## config.mk

```make
export PLATFORM = sky130hd
export DESIGN_NAME = spread_offset_gen
export DESIGN_NICKNAME = d
export VERILOG_FILES = /design/src/rtl/ssg_pkg.sv /design/src/rtl/ssg_lfsr.sv /design/src/rtl/ssg_sweep.sv /design/src/rtl/ssg_sat_add.sv /design/src/rtl/spread_offset_gen.sv
export SDC_FILE = /design/constraint.sdc
export NUM_CORES = 1
export LEC_CHECK = 0
export CORE_MARGIN = 3
export CORE_UTILIZATION = 52
export CTS_CLUSTER_DIAMETER = 150
export CTS_CLUSTER_SIZE = 12
export DETAILED_ROUTE_END_ITERATION = 6
export PLACE_DENSITY = 0.76
export SETUP_SLACK_MARGIN = 0.4
export SYNTH_ARGS = -nofsm -noshare
export SYNTH_HDL_FRONTEND = slang
export SYNTH_HIERARCHICAL = 1
export SYNTH_SLANG_ARGS = --single-unit
export TNS_END_PERCENT = 100
```

## constraint.sdc

```tcl
create_clock -name clk -period 9.4 [get_ports clk]
set_clock_uncertainty 0.15 [all_clocks]
set_input_delay 1.88 -clock clk [delete_from_list [all_inputs] [get_ports clk]]
set_output_delay 1.88 -clock clk [all_outputs]
set_load 0.1 [all_outputs]
```

## src/rtl/ssg_pkg.sv

```systemverilog
// Package: types and constants shared by the spread spectrum offset generator.
// Assumes a 7-bit random sequence; the tap pair is maximal only for that width.
package ssg_pkg;
    typedef enum logic {
        SWEEP_UP   = 1'b0,
        SWEEP_DOWN = 1'b1
    } sweep_dir_e;

    localparam int          PRBS_W    = 7;
    localparam logic [6:0]  PRBS_SEED = 7'h01;
    localparam int          TRI_IDX_W = 2;
endpackage

```

## src/rtl/ssg_lfsr.sv

```systemverilog
// Module: ssg_lfsr
// Fibonacci shift register, x^W + x^(W-1) + 1, advancing once per raw tick.
// Assumes W = 7 for a maximal sequence. A zero state (unreachable) reloads SEED.
module ssg_lfsr #(
    parameter int           W    = 7,
    parameter logic [W-1:0] SEED = 1
) (
    input  logic clk,
    input  logic rst_n,
    input  logic adv,
    output logic bit_o
);
    logic [W-1:0] state;

    // Purpose: shift the sequence register on every raw tick.
    always_ff @(posedge clk) begin
        if (!rst_n)
            state <= SEED;
        else if (state == '0)
            state <= SEED;
        else if (adv)
            state <= {state[W-2:0], state[W-1] ^ state[W-2]};
    end

    // Purpose: expose the qualifying bit before the shift.
    assign bit_o = state[W-1];
endmodule

```

## src/rtl/ssg_sweep.sv

```systemverilog
// Module: ssg_sweep
// Holds the signed offset and moves it on qualified ticks. There are three
// behaviours: LSB toggle (amp 0), the fixed +1/-1/0 pattern (amp 1) and a
// clamped triangle (amp > 1). Assumes OFS_W is wide enough for amp + step.
module ssg_sweep
    import ssg_pkg::*;
#(
    parameter int STEP_W = 4,
    parameter int AMP_W  = 6,
    parameter int OFS_W  = AMP_W + 2
) (
    input  logic                    clk,
    input  logic                    rst_n,
    input  logic                    en,
    input  logic                    qual,
    input  logic [STEP_W-1:0]       step,
    input  logic [AMP_W-1:0]        amp,
    output logic signed [OFS_W-1:0] ofs
);
    sweep_dir_e             dir_q, dir_d;
    logic [TRI_IDX_W-1:0]   idx_q, idx_d;
    logic signed [OFS_W-1:0] ofs_d, amp_s, step_s, cand;

    // Purpose: sign-safe widening of the settings and the effective step.
    always_comb begin
        amp_s  = $signed({{(OFS_W-AMP_W){1'b0}}, amp});
        step_s = (step < 2) ? OFS_W'(1)
                            : $signed({{(OFS_W-STEP_W){1'b0}}, step});
        cand   = (dir_q == SWEEP_DOWN) ? ofs - step_s : ofs + step_s;
    end

    // Purpose: choose the next offset, direction and index.
    always_comb begin
        ofs_d = ofs;
        dir_d = dir_q;
        idx_d = idx_q;
        if (!en) begin
            ofs_d = '0;
            dir_d = SWEEP_UP;
            idx_d = '0;
        end else if (qual) begin
            if (amp == '0) begin
                ofs_d = (ofs == '0) ? OFS_W'(1) : '0;
            end else if (amp == AMP_W'(1)) begin
                case (idx_q)
                    2'd0:    ofs_d = OFS_W'(1);
                    2'd1:    ofs_d = -OFS_W'(1);
                    default: ofs_d = '0;
                endcase
                idx_d = (idx_q >= 2'd2) ? 2'd0 : idx_q + 2'd1;
            end else if (cand >= amp_s) begin
                ofs_d = amp_s;
                dir_d = SWEEP_DOWN;
            end else if (cand <= -amp_s) begin
                ofs_d = -amp_s;
                dir_d = SWEEP_UP;
            end else begin
                ofs_d = cand;
            end
        end
    end

    // Purpose: register the sweep state.
    always_ff @(posedge clk) begin
        if (!rst_n) begin
            ofs   <= '0;
            dir_q <= SWEEP_UP;
            idx_q <= '0;
        end else begin
            ofs   <= ofs_d;
            dir_q <= dir_d;
            idx_q <= idx_d;
        end
    end
endmodule

```

## src/rtl/ssg_sat_add.sv

```systemverilog
// Module: ssg_sat_add
// Adds a signed offset to an unsigned fine word and limits the result to
// 0 .. 2^FINE_W-1. Purely combinational. Reports which limit applied.
module ssg_sat_add #(
    parameter int FINE_W = 10,
    parameter int OFS_W  = 8
) (
    input  logic [FINE_W-1:0]       fine,
    input  logic signed [OFS_W-1:0] ofs,
    output logic [FINE_W-1:0]       sum_o,
    output logic                    hi_o,
    output logic                    lo_o
);
    localparam int SUM_W = ((FINE_W > OFS_W) ? FINE_W : OFS_W) + 2;

    logic signed [SUM_W-1:0] sum;

    // Purpose: widen, add and clamp.
    always_comb begin
        sum   = $signed({{(SUM_W-FINE_W){1'b0}}, fine}) + SUM_W'(ofs);
        hi_o  = sum > $signed({{(SUM_W-FINE_W){1'b0}}, {FINE_W{1'b1}}});
        lo_o  = sum < 0;
        if (hi_o)
            sum_o = '1;
        else if (lo_o)
            sum_o = '0;
        else
            sum_o = sum[FINE_W-1:0];
    end
endmodule

```

## src/rtl/spread_offset_gen.sv

```systemverilog
// Module: spread_offset_gen (top)
// Spread spectrum offset generator for a fine oscillator control word.
// Assumes mod_tick is a single-cycle pulse synchronous to clk.
module spread_offset_gen
    import ssg_pkg::*;
#(
    parameter int   FINE_W = 10,
    parameter int   STEP_W = 4,
    parameter int   AMP_W  = 6,
    localparam int  OFS_W  = AMP_W + 2
) (
    input  logic                    clk,
    input  logic                    rst_n,
    input  logic                    mod_tick,
    input  logic                    cfg_en,
    input  logic                    cfg_prbs_en,
    input  logic [STEP_W-1:0]       cfg_step,
    input  logic [AMP_W-1:0]        cfg_amp,
    input  logic [FINE_W-1:0]       fine_in,
    output logic signed [OFS_W-1:0] offset_out,
    output logic [FINE_W-1:0]       fine_out,
    output logic                    sat_hi_flag,
    output logic                    sat_lo_flag
);
    logic prbs_bit, tick_ok, hi_now, lo_now;

    ssg_lfsr #(.W(PRBS_W), .SEED(PRBS_SEED)) u_lfsr (
        .clk   (clk),
        .rst_n (rst_n),
        .adv   (mod_tick),
        .bit_o (prbs_bit)
    );

    // Purpose: qualify the raw tick by enable and the optional random bit.
    assign tick_ok = mod_tick && cfg_en && (!cfg_prbs_en || prbs_bit);

    ssg_sweep #(.STEP_W(STEP_W), .AMP_W(AMP_W), .OFS_W(OFS_W)) u_sweep (
        .clk   (clk),
        .rst_n (rst_n),
        .en    (cfg_en),
        .qual  (tick_ok),
        .step  (cfg_step),
        .amp   (cfg_amp),
        .ofs   (offset_out)
    );

    ssg_sat_add #(.FINE_W(FINE_W), .OFS_W(OFS_W)) u_add (
        .fine  (fine_in),
        .ofs   (offset_out),
        .sum_o (fine_out),
        .hi_o  (hi_now),
        .lo_o  (lo_now)
    );

    // Purpose: sticky saturation flags, cleared while disabled.
    always_ff @(posedge clk) begin
        if (!rst_n || !cfg_en) begin
            sat_hi_flag <= 1'b0;
            sat_lo_flag <= 1'b0;
        end else begin
            sat_hi_flag <= sat_hi_flag | hi_now;
            sat_lo_flag <= sat_lo_flag | lo_now;
        end
    end
endmodule

```

==> summary by stage, run 1 <==
STA
The count of final hold-check violations is 0. The maximum frequency from static timing analysis is 0.1350 GHz. The worst hold slack across all endpoints is 0.3164 ns.

Setup violations remaining at the end of the flow were counted as 0. Adding up every negative setup slack in the final design gives 0 ns. Measured against its own limit, the worst slew margin works out to 0.3438. The final max-slew violation count is 0. Setup repair after global routing left no endpoint under its margin.

The transition time at the pin with the least slew margin is 0.9813 ns. After layout, the minimum clock period comes to 7.408 ns. Of the available clock period, the critical path in the final layout requires 0.7881.

Worst setup path
Data on the critical path arrives at its endpoint at 5.38 ns. Across all register-to-register paths, the minimum setup slack is 5.24 ns. The family with the most delay on the worst path is buffers and inverters. The worst setup path is of the primary input to output port kind. Counting cells, the worst reg-to-reg path comes to 15. The reg-to-reg startpoint is u_sweep/dir_q. The critical path startpoint is fine_in[0]. The most critical setup path has its endpoint at fine_out[4].

Together, buffers and inverters on the worst path number 2. The worst flop-to-flop path endpoint is u_sweep/ofs[2]. The capturing element type of the critical path is an output port. STA classifies the critical path startpoint as a primary input.

Traced cell by cell, the critical path runs through clkdlybuf4s50_1, ha_1, fa_1, a211oi_4, o21ai_2, a221oi_4, xor2_4, a21oi_1, clkdlybuf4s50_1. Counting stages on the worst path, the most repeated cell is clkdlybuf4s50_1. The critical path data required time is 7.37 ns. The master of the slowest instance on the critical path is clkdlybuf4s50_1. Counting buffers and inverters, the worst setup path is 9 cells deep. The largest fanout of any net on the critical path is 8.

The largest single stage delay on the critical path is 1.15 ns.

GRT
In the global route stage, met3 resource usage came out at 0.02834. The wire length of the first global-routing pass is 12040 microns. Entering global routing, the biggest net connects 15 pins. The aggregate global routing overflow is 0.

The global-route usage over all layers is 0.2342. The initial antenna violation count is 0. In the global route stage, met1 resource usage came out at 0.3285. For met2 alone, demand over resource in global routing was 0.3872.

In this run the most used layer during global routing was met2. The number of global-route vias before repair is 2586.

Drt
After detailed routing, the total wire length is 6980 microns. The violation count after the first detailed-routing iteration is 177. The detail route stage leaves a number of antenna-violating nets equal to 0. The via total after detailed routing is 2694. In the routed design, unresolved DRC markers number 0. Before antenna repair, the detailed router went through 5 iterations.

The mean number of vias per cell is 5.960. In the final routed layout, each cell accounts on average for 15.44 microns.

Yosys
Synthesis produced a netlist whose cell count is 344. The total nets after synthesis is 406. The sequential share of the synthesized area is 0.1443. Yosys mapped a number of flops with a built-in enable equal to 0. The Yosys warning count is 6.

The register bit total from synthesis is 20. Dividing the synthesized area by the synthesized cell count gives 8.067 sq um. After synthesis, the netlist uses 80 different library cells. For this run, the leading register cell type out of synthesis is dfxtp_1. The fraction of registers with async set or reset after synthesis is 0. The cell area after synthesis is 2775 sq um.

Layout
The final core utilization is 0.6732. At the end of the flow, the number of nets in the layout was 448. The fraction of layout instances using a drive strength above 1 is 0.1013.

In the final layout, the multi-input gates occupy 2233 sq um. Registers take 400.4 sq um. Compared with the post-synthesis result, the final layout area differs by 19.88%.

Fill cells in the final layout number 481. The final antenna diode count is 0.

Clock network
The clock net in this run drives a total of 20 sinks. The post-cts sizing count is 0. The CTS tree is done. CTS built an H-tree with a depth of 1. After clock tree synthesis, the clock-pin slew on the worst setup and hold paths is 0.07 ns. The number of clock buffers added by TritonCTS is 3. Clock tree synthesis selected as its root buffer the cell clkbuf_8. The clock passes through at most 2 buffers.

The clock latency at the later pin of the worst-skew pair is 0.26 ns. After clock tree synthesis, the flow added hold-fix buffers numbering 0. Post-CTS timing repair inserted 0 buffers for setup.

Place
Input and output buffers added on the ports amount to 44. The half-perimeter wire length of the detailed placement result is 5772 microns. The placer congestion estimate is 0.9326.

Floorplanning
The initial core utilization is 0.5615. 45 I/O pins were placed. The height of the die is 79.06 microns. In this run the horizontal extent of the chip is 79.06 microns. The floorplan die area is 6250 sq um.

The cell row count is 25. The region available for standard cell placement spans 4942 sq um.

Pwr
The total leakage power is 0.001401 uW. VDD sags by at most 0.07319 mV. The power density normalized to cell area is 105.2 nW/um^2.

Outcome
The run finished with clean final reports.

Hold path
The worst min-delay path category is flop to flop.

Job
The total of max-cap violations is 0.
==> area by class of cell <==
type,instances,share of cell area
clock buffers,3,0.01241
clock inverters,1,0.009026
inverters,26,0.02933
multi-input cells,291,0.6713
flip-flops and latches,20,0.1203
well taps,67,0.02520
repair buffers,44,0.1324
==> layout by cell type (no fill, tap or decap), drive strengths merged, types with 8 or more instances in the layout <==
| master | n |
|---|---|
| clkdlybuf4s50 | 44 |
| o21ai | 16 |
| dfxtp | 20 |
| xnor2 | 9 |
| xor2 | 8 |
| nor2b | 11 |
| a21oi | 37 |
| ha | 35 |
| nor2 | 31 |
| nand2 | 27 |
| inv | 26 |
==> power by group <==
part	internal [uW]	switching (uW)
registers	86.7	3.06
clock network	56.8	29.1
logic	62.6	112
total	206	144
==> layer usage <==
metal  up-vias  wire (microns)
met5         -               0
met2       103            3261
met4         0              46
met1      1228            3210
met3         6             461
li1       1357               -
==> kinds of logic after synthesis <==
kind of cell	after synthesis	share of synthesized area
AND/OR/NAND/NOR	118	0.2331
AO/OA/AOI/OAI	110	0.3003
flip-flops	20	0.1443
XOR/XNOR	17	0.06583
multiplexers	9	0.03336
buffers and inverters	33	0.05094
adder cells (fa/ha/maj)	37	0.1722
==> state kept, by name (all words and copies together) (netlist names) <==
name           cells
u_sweep/ofs        8
u_lfsr/state       7
u_sweep/idx_q      2
sat_hi_flag        1
sat_lo_flag        1
u_sweep/dir_q      1
==> how the worst min path moves through the flow <==
stage,startpoint,to,cells past startpoint
final,sat_lo_flag,sat_lo_flag,2
after global routing,sat_lo_flag,sat_lo_flag,2
after CTS,sat_lo_flag,sat_lo_flag,2
after detailed placement,sat_lo_flag,sat_lo_flag,2
after global placement,sat_lo_flag,sat_lo_flag,2
after floorplan,u_sweep/idx_q[0],u_sweep/idx_q[0],2
==> cells in the mapped netlist, types with 2 or more instances <==
cell type   n  area share
a211oi_1    4       0.011
a211oi_2    2      0.0090
a21o_1      4       0.011
a21oi_1    36       0.065
a311o_2     2      0.0081
a31oi_1     2      0.0045
and2_1      4      0.0090
and3_1      3      0.0068
buf_2       2      0.0036
buf_6       2      0.0081
clkbuf_1    3      0.0041
dfxtp_1    20        0.14
fa_1        2       0.014
ha_1       35        0.16
inv_1      25       0.034
mux2_2      2      0.0081
mux2i_1     7       0.025
nand2_1    26       0.035
nand2b_1    2      0.0045
nand3_1     5      0.0090
nand4_1     3      0.0068
nor2_1     30       0.041
nor2b_1    10       0.023
nor3_1      6       0.011
nor3b_1     2      0.0054
nor3b_2     2      0.0090
nor4_1      4      0.0090
o211ai_1    6       0.016
o21a_1      3      0.0081
o21ai_0    12       0.022
o21ai_1     3      0.0054
o21bai_1    2      0.0054
o221ai_1    2      0.0063
o22ai_1     2      0.0045
o31a_1      2      0.0063
o31ai_1     3      0.0081
o32a_1      2      0.0072
or2_1       2      0.0045
or2_2       3      0.0068
or3_1       3      0.0068
or4_4       2      0.0081
xnor2_1     9       0.028
xor2_1      5       0.016
xor2_2      2       0.012
==> worst register-to-register path, cell delays in order, from the launching register on <==
cell      delay [ns]
dfxtp_1         0.49
mux2_2          0.40
inv_1           0.06
ha_1            0.21
nor2b_1         0.15
o31a_1          0.29
o22ai_2         0.15
xor2_2          0.32
inv_2           0.17
ha_1            0.35
or3b_1          0.39
nor2_1          0.13
nand3_1         0.24
and3_1          0.28
o221ai_1        0.15
o211ai_1        0.11
==> per-stage QoR <==
step | total power [uW] | std cells | worst slack, ns | area (sq um)
after detailed placement | 264.6 | 448 | 1.986 | 3256
after floorplan | 219.5 | 344 | 2.327 | 2775
after global placement | 261.0 | 448 | 2.057 | 3256
after CTS | 350.5 | 452 | 1.984 | 3327
final | 349.9 | 452 | 1.992 | 3327
after global routing | 370.9 | 452 | 1.819 | 3327
(Power assumes the default switching activity.)
==> inputs of run 2 (changes only) <==
==> constraint.sdc (replaced) <==
create_clock -name clk -period 7.7 [get_ports clk]
set_clock_uncertainty 0.15 [all_clocks]
set_input_delay 1.54 -clock clk [delete_from_list [all_inputs] [get_ports clk]]
set_output_delay 1.54 -clock clk [all_outputs]
set_load 0.1 [all_outputs]
==> run 2 against run 1 <==
- cell count unchanged
- hold slack improved by 0.010 ns
- first-iteration DRC count decreased by 15%
- largest cell class unchanged
==> summary by stage, run 2 (same netlist as run 1, synthesis figures left out) <==
Pwr
Power spread over the standard cell area amounts to 129.4 nW/um^2. The maximum VDD drop is 0.1336 mV. For this design the static power due to leakage is 0.001409 uW.

Worst setup path
The critical path is of the primary input to flop type. The critical path contains buffers and inverters numbering 4 combined. Among all stages on the critical path, the largest delay is contributed by clkdlybuf4s50_1.

The logic depth of the worst register-to-register path is 15. The setup slack of the worst register-to-register path is 3.59 ns. The cell family contributing the most delay on the critical path is simple AND/OR/NAND/NOR gates.

Along the worst path, the maximum fanout reaches 9. The critical path data required time is 7.71 ns. For this run, the slowest stage of the critical path takes 0.55 ns. The logic depth of the worst path, buffers included is 20. The reg-to-reg startpoint is u_sweep/dir_q.

The capturing element type of the critical path is a flop. The dominant cell type by count on the critical path is ha_1. The signal on the critical path passes through clkdlybuf4s50_1, nor3_1, or2_2, inv_1, ha_1, mux2_2, inv_1, ha_1, nor2b_1, o31a_1, o22ai_2, xor2_2, inv_2, ha_1, or3b_1, a2bb2oi_1, nand2_1, nor2_1, o21ai_0, a31o_1. The worst register-to-register path ends at u_sweep/ofs[5]. The worst setup path is launched from a primary input. The worst path arrival time is 6.00 ns.

Drt
Once detail routing completed, the nets flagged for antenna violations numbered 0. The DRC violations left is 0. The violation count after the first detailed-routing iteration is 150. After detailed routing, the number of vias per cell comes to 6.142. Dividing the detail-routed wire length by the instance count gives 16.87 microns.

Summing over every cut layer, the via total after detailed routing is 2776. The total detailed-routing wirelength is 7625 microns. Before antenna repair, the detailed router went through 5 iterations.

Clock network
The tree built by TritonCTS fans out to 20 sinks. CTS built an H-tree with a depth of 1. The later pin in the worst-skew pair is clocked with a latency of 0.26 ns. The number of setup buffers added after CTS is 0. The clock transition at the registers of the reported paths is 0.08 ns. The number of buffers added to fix hold violations after cts is 0. The number of buffers between clock root and the deepest sink is 2.

The tree is rooted in a clkbuf_8. Post-CTS repair changed the size of 0 cells. Clock tree synthesis inserted a total of 3 buffers. TritonCTS built the clock tree.

STA
The total negative slack is 0 ns. The final max-slew violation count is 0. Derived from the worst setup path, the maximum achievable clock frequency is 0.1668 GHz. Measured against its own limit, the worst slew margin works out to 0.3436.

The count of final hold-check violations is 0. The transition time at the pin with the least slew margin is 0.9815 ns. The share of the clock period used by the worst path is 0.7785. Setup repair after global routing left no endpoint under its margin. For the finished layout, the period the worst path requires is 5.994 ns. The count of final setup violators is 0. The least setup slack across all paths after layout is 1.706 ns.

GRT
The aggregate global routing overflow is 0. The number of global-route vias before repair is 2704. In the global route stage, overall resource usage came out at 0.2483. The wire length of the first global-routing pass is 12740 microns. The initial antenna violation count is 0. Entering global routing, the biggest net connects 15 pins.

Job
The tool flagged a number of max-cap violations equal to 0.

Outcome
The run finished with clean final reports.

Place
The post-placement worst setup slack is 1.534 ns. The total instance count after detailed placement is 448. The half-perimeter wire length of the detailed placement result is 6137 microns. In this run the tool buffered the top-level ports with 44 buffer cells. Routability-driven placement finished with a final weighted congestion of 0.9455.

Floorplanning
The initial core utilization is 0.5615. The boundary pin count is 45. The floorplan die area is 6250 sq um. After floorplanning, the core was divided into 25 placement rows.

Measured along the x axis, the die boundary spans 79.06 microns. After floorplanning, the core was sized to cover 4942 sq um. From bottom edge to top edge, the die measures 79.06 microns.

Hold path
The worst hold path was traced through 2 stages. The worst hold path begins at sat_hi_flag. The worst hold path belongs to the class flop to flop. For hold timing, the worst endpoint is sat_hi_flag.

Layout
The final antenna diode count is 0. Fill cells in the final layout number 462. The register with the most flip-flops is u_sweep/ofs. The register with the most flip-flops in the layout has 8 of them. Leaving out fill and tap cells, the most frequent cell in the layout is a21oi_1. The final standard cell count with taps included and fillers excluded is 452. The largest registers in the layout are u_sweep/ofs (8), u_lfsr/state (7), u_sweep/idx_q (2). In the layout the commonest cells are a21oi_1, ha_1, clkdlybuf4s50_1. For this run, the post-layout net count is 448.

The fraction of layout instances using a drive strength above 1 is 0.1273. The synthesis-to-layout area growth is 18.98%.
[run 2: cell count changes in the layout (fill, tap and decap cells not counted), sizes merged]
cell           before  now
clkdlybuf4s50      44   34
buf                 0   10
[run 2: how the worst max path moves through the flow]
stage / start / endpoint / slack [ns]
floorplan: fine_in[0] / fine_out[0] / 1.31
global placement: cfg_step[2] / u_sweep/ofs[2] / 1.63
detailed placement: cfg_step[2] / u_sweep/ofs[5] / 1.53
CTS: fine_in[0] / fine_out[4] / 1.74
global route: cfg_step[2] / u_sweep/ofs[5] / 1.44
finish: cfg_step[2] / u_sweep/ofs[5] / 1.71
[run 2: worst min-delay path, delay by kind of cell (launching register included)]
family           cells  cell delay (ns)
flip-flops           1             0.33
AND/OR/NAND/NOR      2             0.11
[run 2: metrics by stage]
stage	util	power, uW	cell area, sq um	hold WS [ns]
floorplan	-	268.0	2775	0.3050
global placement	0.6537	320.2	3231	0.2994
detailed placement	0.6537	321.8	3231	0.3159
CTS	0.6681	427.7	3302	0.3350
global route	0.6681	451.1	3302	0.3675
finish	0.6681	427.3	3302	0.3264
[run 2: metal layers]
layer | wire [microns] | up-vias | part of all wire | GRT usage
met5 | 0 | - | 0 | 0
li1 | - | 1352 | - | -
met1 | 3494 | 1282 | 0.46 | 0.3484
met2 | 3503 | 123 | 0.46 | 0.4141
met4 | 95 | 0 | 0.012 | 0.04983
met3 | 531 | 19 | 0.070 | 0.02381
[run 2: power by group]
| part | switching [uW] | total (uW) | internal (uW) |
|---|---|---|---|
| clock network | 36.7 | 106 | 69.4 |
| logic | 137 | 211 | 74.0 |
| registers | 4.00 | 110 | 106 |
[run 2: cell type report]
type | count | area (sq um) | area share
Clock inverter | 1 | 30.03 | 0.009094
Timing Repair Buffer | 44 | 415.4 | 0.1258
Sequential cell | 20 | 400.4 | 0.1213
Clock buffer | 3 | 41.29 | 0.01250
Tap cell | 67 | 83.83 | 0.02539
Multi-Input combinational cell | 291 | 2233 | 0.6764
Inverter | 26 | 97.59 | 0.02956
==> inputs of run 3 (changes only) <==
--- a/config.mk
+++ b/config.mk
@@ -6,7 +6,7 @@
 export NUM_CORES = 1
 export LEC_CHECK = 0
 export CORE_MARGIN = 3
-export CORE_UTILIZATION = 52
+export CORE_UTILIZATION = 50
 export CTS_CLUSTER_DIAMETER = 150
 export CTS_CLUSTER_SIZE = 12
 export DETAILED_ROUTE_END_ITERATION = 6
==> constraint.sdc (replaced) <==
create_clock -name clk -period 4.9 [get_ports clk]
set_clock_uncertainty 0.15 [all_clocks]
set_input_delay 0.98 -clock clk [delete_from_list [all_inputs] [get_ports clk]]
set_output_delay 0.98 -clock clk [all_outputs]
set_load 0.1 [all_outputs]
==> run 3 against run 2 <==
- die area increased by 3.7%
- setup slack got worse by 1.2 ns
- combinational power grew 110%
- sequential share of layout area decreased by 2.3 points
- first-iteration DRC count is 2.7% higher
==> summary by stage, run 3 (same netlist as run 1, synthesis figures left out) <==
Outcome
The flow ran to the end, and the final reports show no timing, DRC or antenna violations.

Job
The total of max-cap violations is 0.

Layout
At the end of the flow, the number of nets in the layout was 484. In the layout the commonest cells are buf_4, clkdlybuf4s50_1, nor2_1. Compared with the post-synthesis result, the final layout area differs by 47.34%. In the final layout, the registers with the most flip-flops are u_sweep/ofs (8), u_lfsr/state (7), u_sweep/idx_q (2). The number of antenna diodes in the final layout is 0.

After routing the design area is 4089 sq um. At the end of the flow the core is filled with cells to 0.7807. The most common cell after layout, fill and taps aside is buf_4. The flip-flop count of the largest register, all copies and words added is 8. The fraction of layout instances using a drive strength above 1 is 0.3230. The register with the most flip-flops is u_sweep/ofs.

Worst setup path
The critical path data required time is 4.90 ns. The capturing element type of the critical path is a flop. The worst register-to-register path begins at u_sweep/dir_q. The master of the slowest instance on the critical path is or3b_4. The type of element launching the critical path is a primary input. Of all nets on the critical path, the largest fanout is 7. The delay contributed by the slowest stage of the critical path is 0.40 ns.

The worst path arrival time is 4.42 ns. The setup path with the least slack is of type primary input to flop. The critical path startpoint is cfg_step[2]. The critical path goes through buf_6, nor3_2, or2_4, inv_2, ha_4, mux2_4, inv_2, ha_4, nor2b_4, o31a_1, o22ai_2, xor2_2, inv_2, ha_4, or3b_4, nor2_4, nand3_4, and3_4, o221ai_2, o211ai_1.

Floorplanning
The width of the chip is 80.50 microns. The floorplan step set the die height to 80.50 microns. The initial core utilization is 0.5299. The core region area is 5238 sq um. The boundary pin count is 45.

The floorplan step defined a die boundary enclosing 6480 sq um. In this run the core area contains 26 standard-cell rows.

STA
The post-route minimum period is 4.426 ns. The worst hold slack across all endpoints is 0.3341 ns. The final max-slew violation count is 0.

For this run, the top clock speed supported by timing is 0.2259 GHz. The normalized max-slew margin is 0.3478. The count of final setup violators is 0. Setup repair after global routing could not meet its margin everywhere. The count of final hold-check violations was 0. The transition time at the pin with the least slew margin is 0.9753 ns. The share of the clock period used by the worst path is 0.9033.

Pwr
In this run the power density over the cells is 183.2 nW/um^2. The maximum VDD drop is 0.1367 mV. For this design the static power due to leakage is 0.001689 uW.

Clock network
After clock tree synthesis, the flow added hold-fix buffers numbering 0. The number of CTS-inserted buffers is 3. The CTS tree is done.

For this design, the sink count on the clock tree is 20. The number of buffers between clock root and the deepest sink is 2. The clock latency at the later pin of the worst-skew pair is 0.26 ns. The clock transition at the registers of the reported paths is 0.08 ns. The level count of the clock H-tree is 1.

The master cell of the clock root buffer is clkbuf_8.

Drt
The via total after detailed routing is 2959. The DRC violations left is 0. The mean number of vias per cell is 6.026.

For this block, the initial DRC count from the detailed router was 154. After detailed routing, the average wire length per cell comes to 17.48 microns. The count of nets left with antenna violations after detail routing is 0. The total detailed-routing wirelength is 8583 microns.

The iteration count of the initial detailed-routing pass is 4.

GRT
The initial antenna violation count was 0. Summed over all layers, the global routing overflow is 0. The largest net degree at the start of global routing is 15.

The number of global-route vias before repair is 2912. The first global-routing pass estimated 13720 microns of wire. The global-route usage over all layers is 0.2674.

Place
The placed instance area is 3765 sq um. The number of I/O port buffers is 44. The placer congestion estimate is 0.9761. Once detailed placement completed, the half-perimeter wirelength came to 6572 microns.

Hold path
The worst hold path belongs to the class flop to flop. The worst hold path begins at sat_hi_flag.
## run 3: worst max-delay path, delay by kind of cell
kind,cells,cell delay (ns)
AOI/OAI and AO/OA,4,0.73
xor gates and xnor gates,1,0.19
adders and majority gates,3,0.64
buffers and inverters,4,0.28
muxes,1,0.28
and+or+nand+nor,7,1.33
## run 3: layout make-up
| type | instances | area [sq um] |
|---|---|---|
| multi-input combinational | 291 | 2599 |
| fill | 368 | 1149 |
| timing repair buffer | 80 | 848.3 |
| sequential | 20 | 401.6 |
| inverter | 26 | 97.59 |
| tap | 70 | 87.58 |
| clock buffer | 4 | 55.05 |
## run 3: final timing paths
path | slack [ns] | depth (start not counted) | to
max | 0.47 | 20 | u_sweep/ofs[2]
min | 0.33 | 2 | sat_hi_flag
max reg2reg | 1.21 | 15 | u_sweep/ofs[2]
min reg2reg | 0.33 | 2 | sat_hi_flag
## run 3: report_power, final
part	switching (uW)	internal (uW)	total, uW
sequential	7.19	166	174
clock	56.5	71.6	128
combinational	253	195	448
total	316	433	749
## run 3: stage by stage
stage	worst slack [ns]	std cells	total power, uW	setup TNS (ns)
global route	0.3147	491	789.1	0
finish	0.4741	491	749.2	0
floorplan	0.1366	344	446.5	0
CTS	0.3994	485	733.7	0
detailed placement	-0.3885	478	589.6	-2.775
global placement	-0.2789	478	580.1	-1.939
## run 3: repair_timing
action,4_1_cts,5_1_grt
hold endpoints to repair,0,0
setup buffers,3,6
resized for setup,29,23
setup endpoints to repair,19,19
gates cloned,0,0
pin swaps,20,19
## run 3: metal layers
metal / track usage / share of wire / up-vias
met5: 0 / 0 / -
met4: 0.07601 / 0.014 / 0
met3: 0.02691 / 0.053 / 14
met2: 0.5066 / 0.53 / 114
met1: 0.3135 / 0.40 / 1401
li1: - / - / 1430
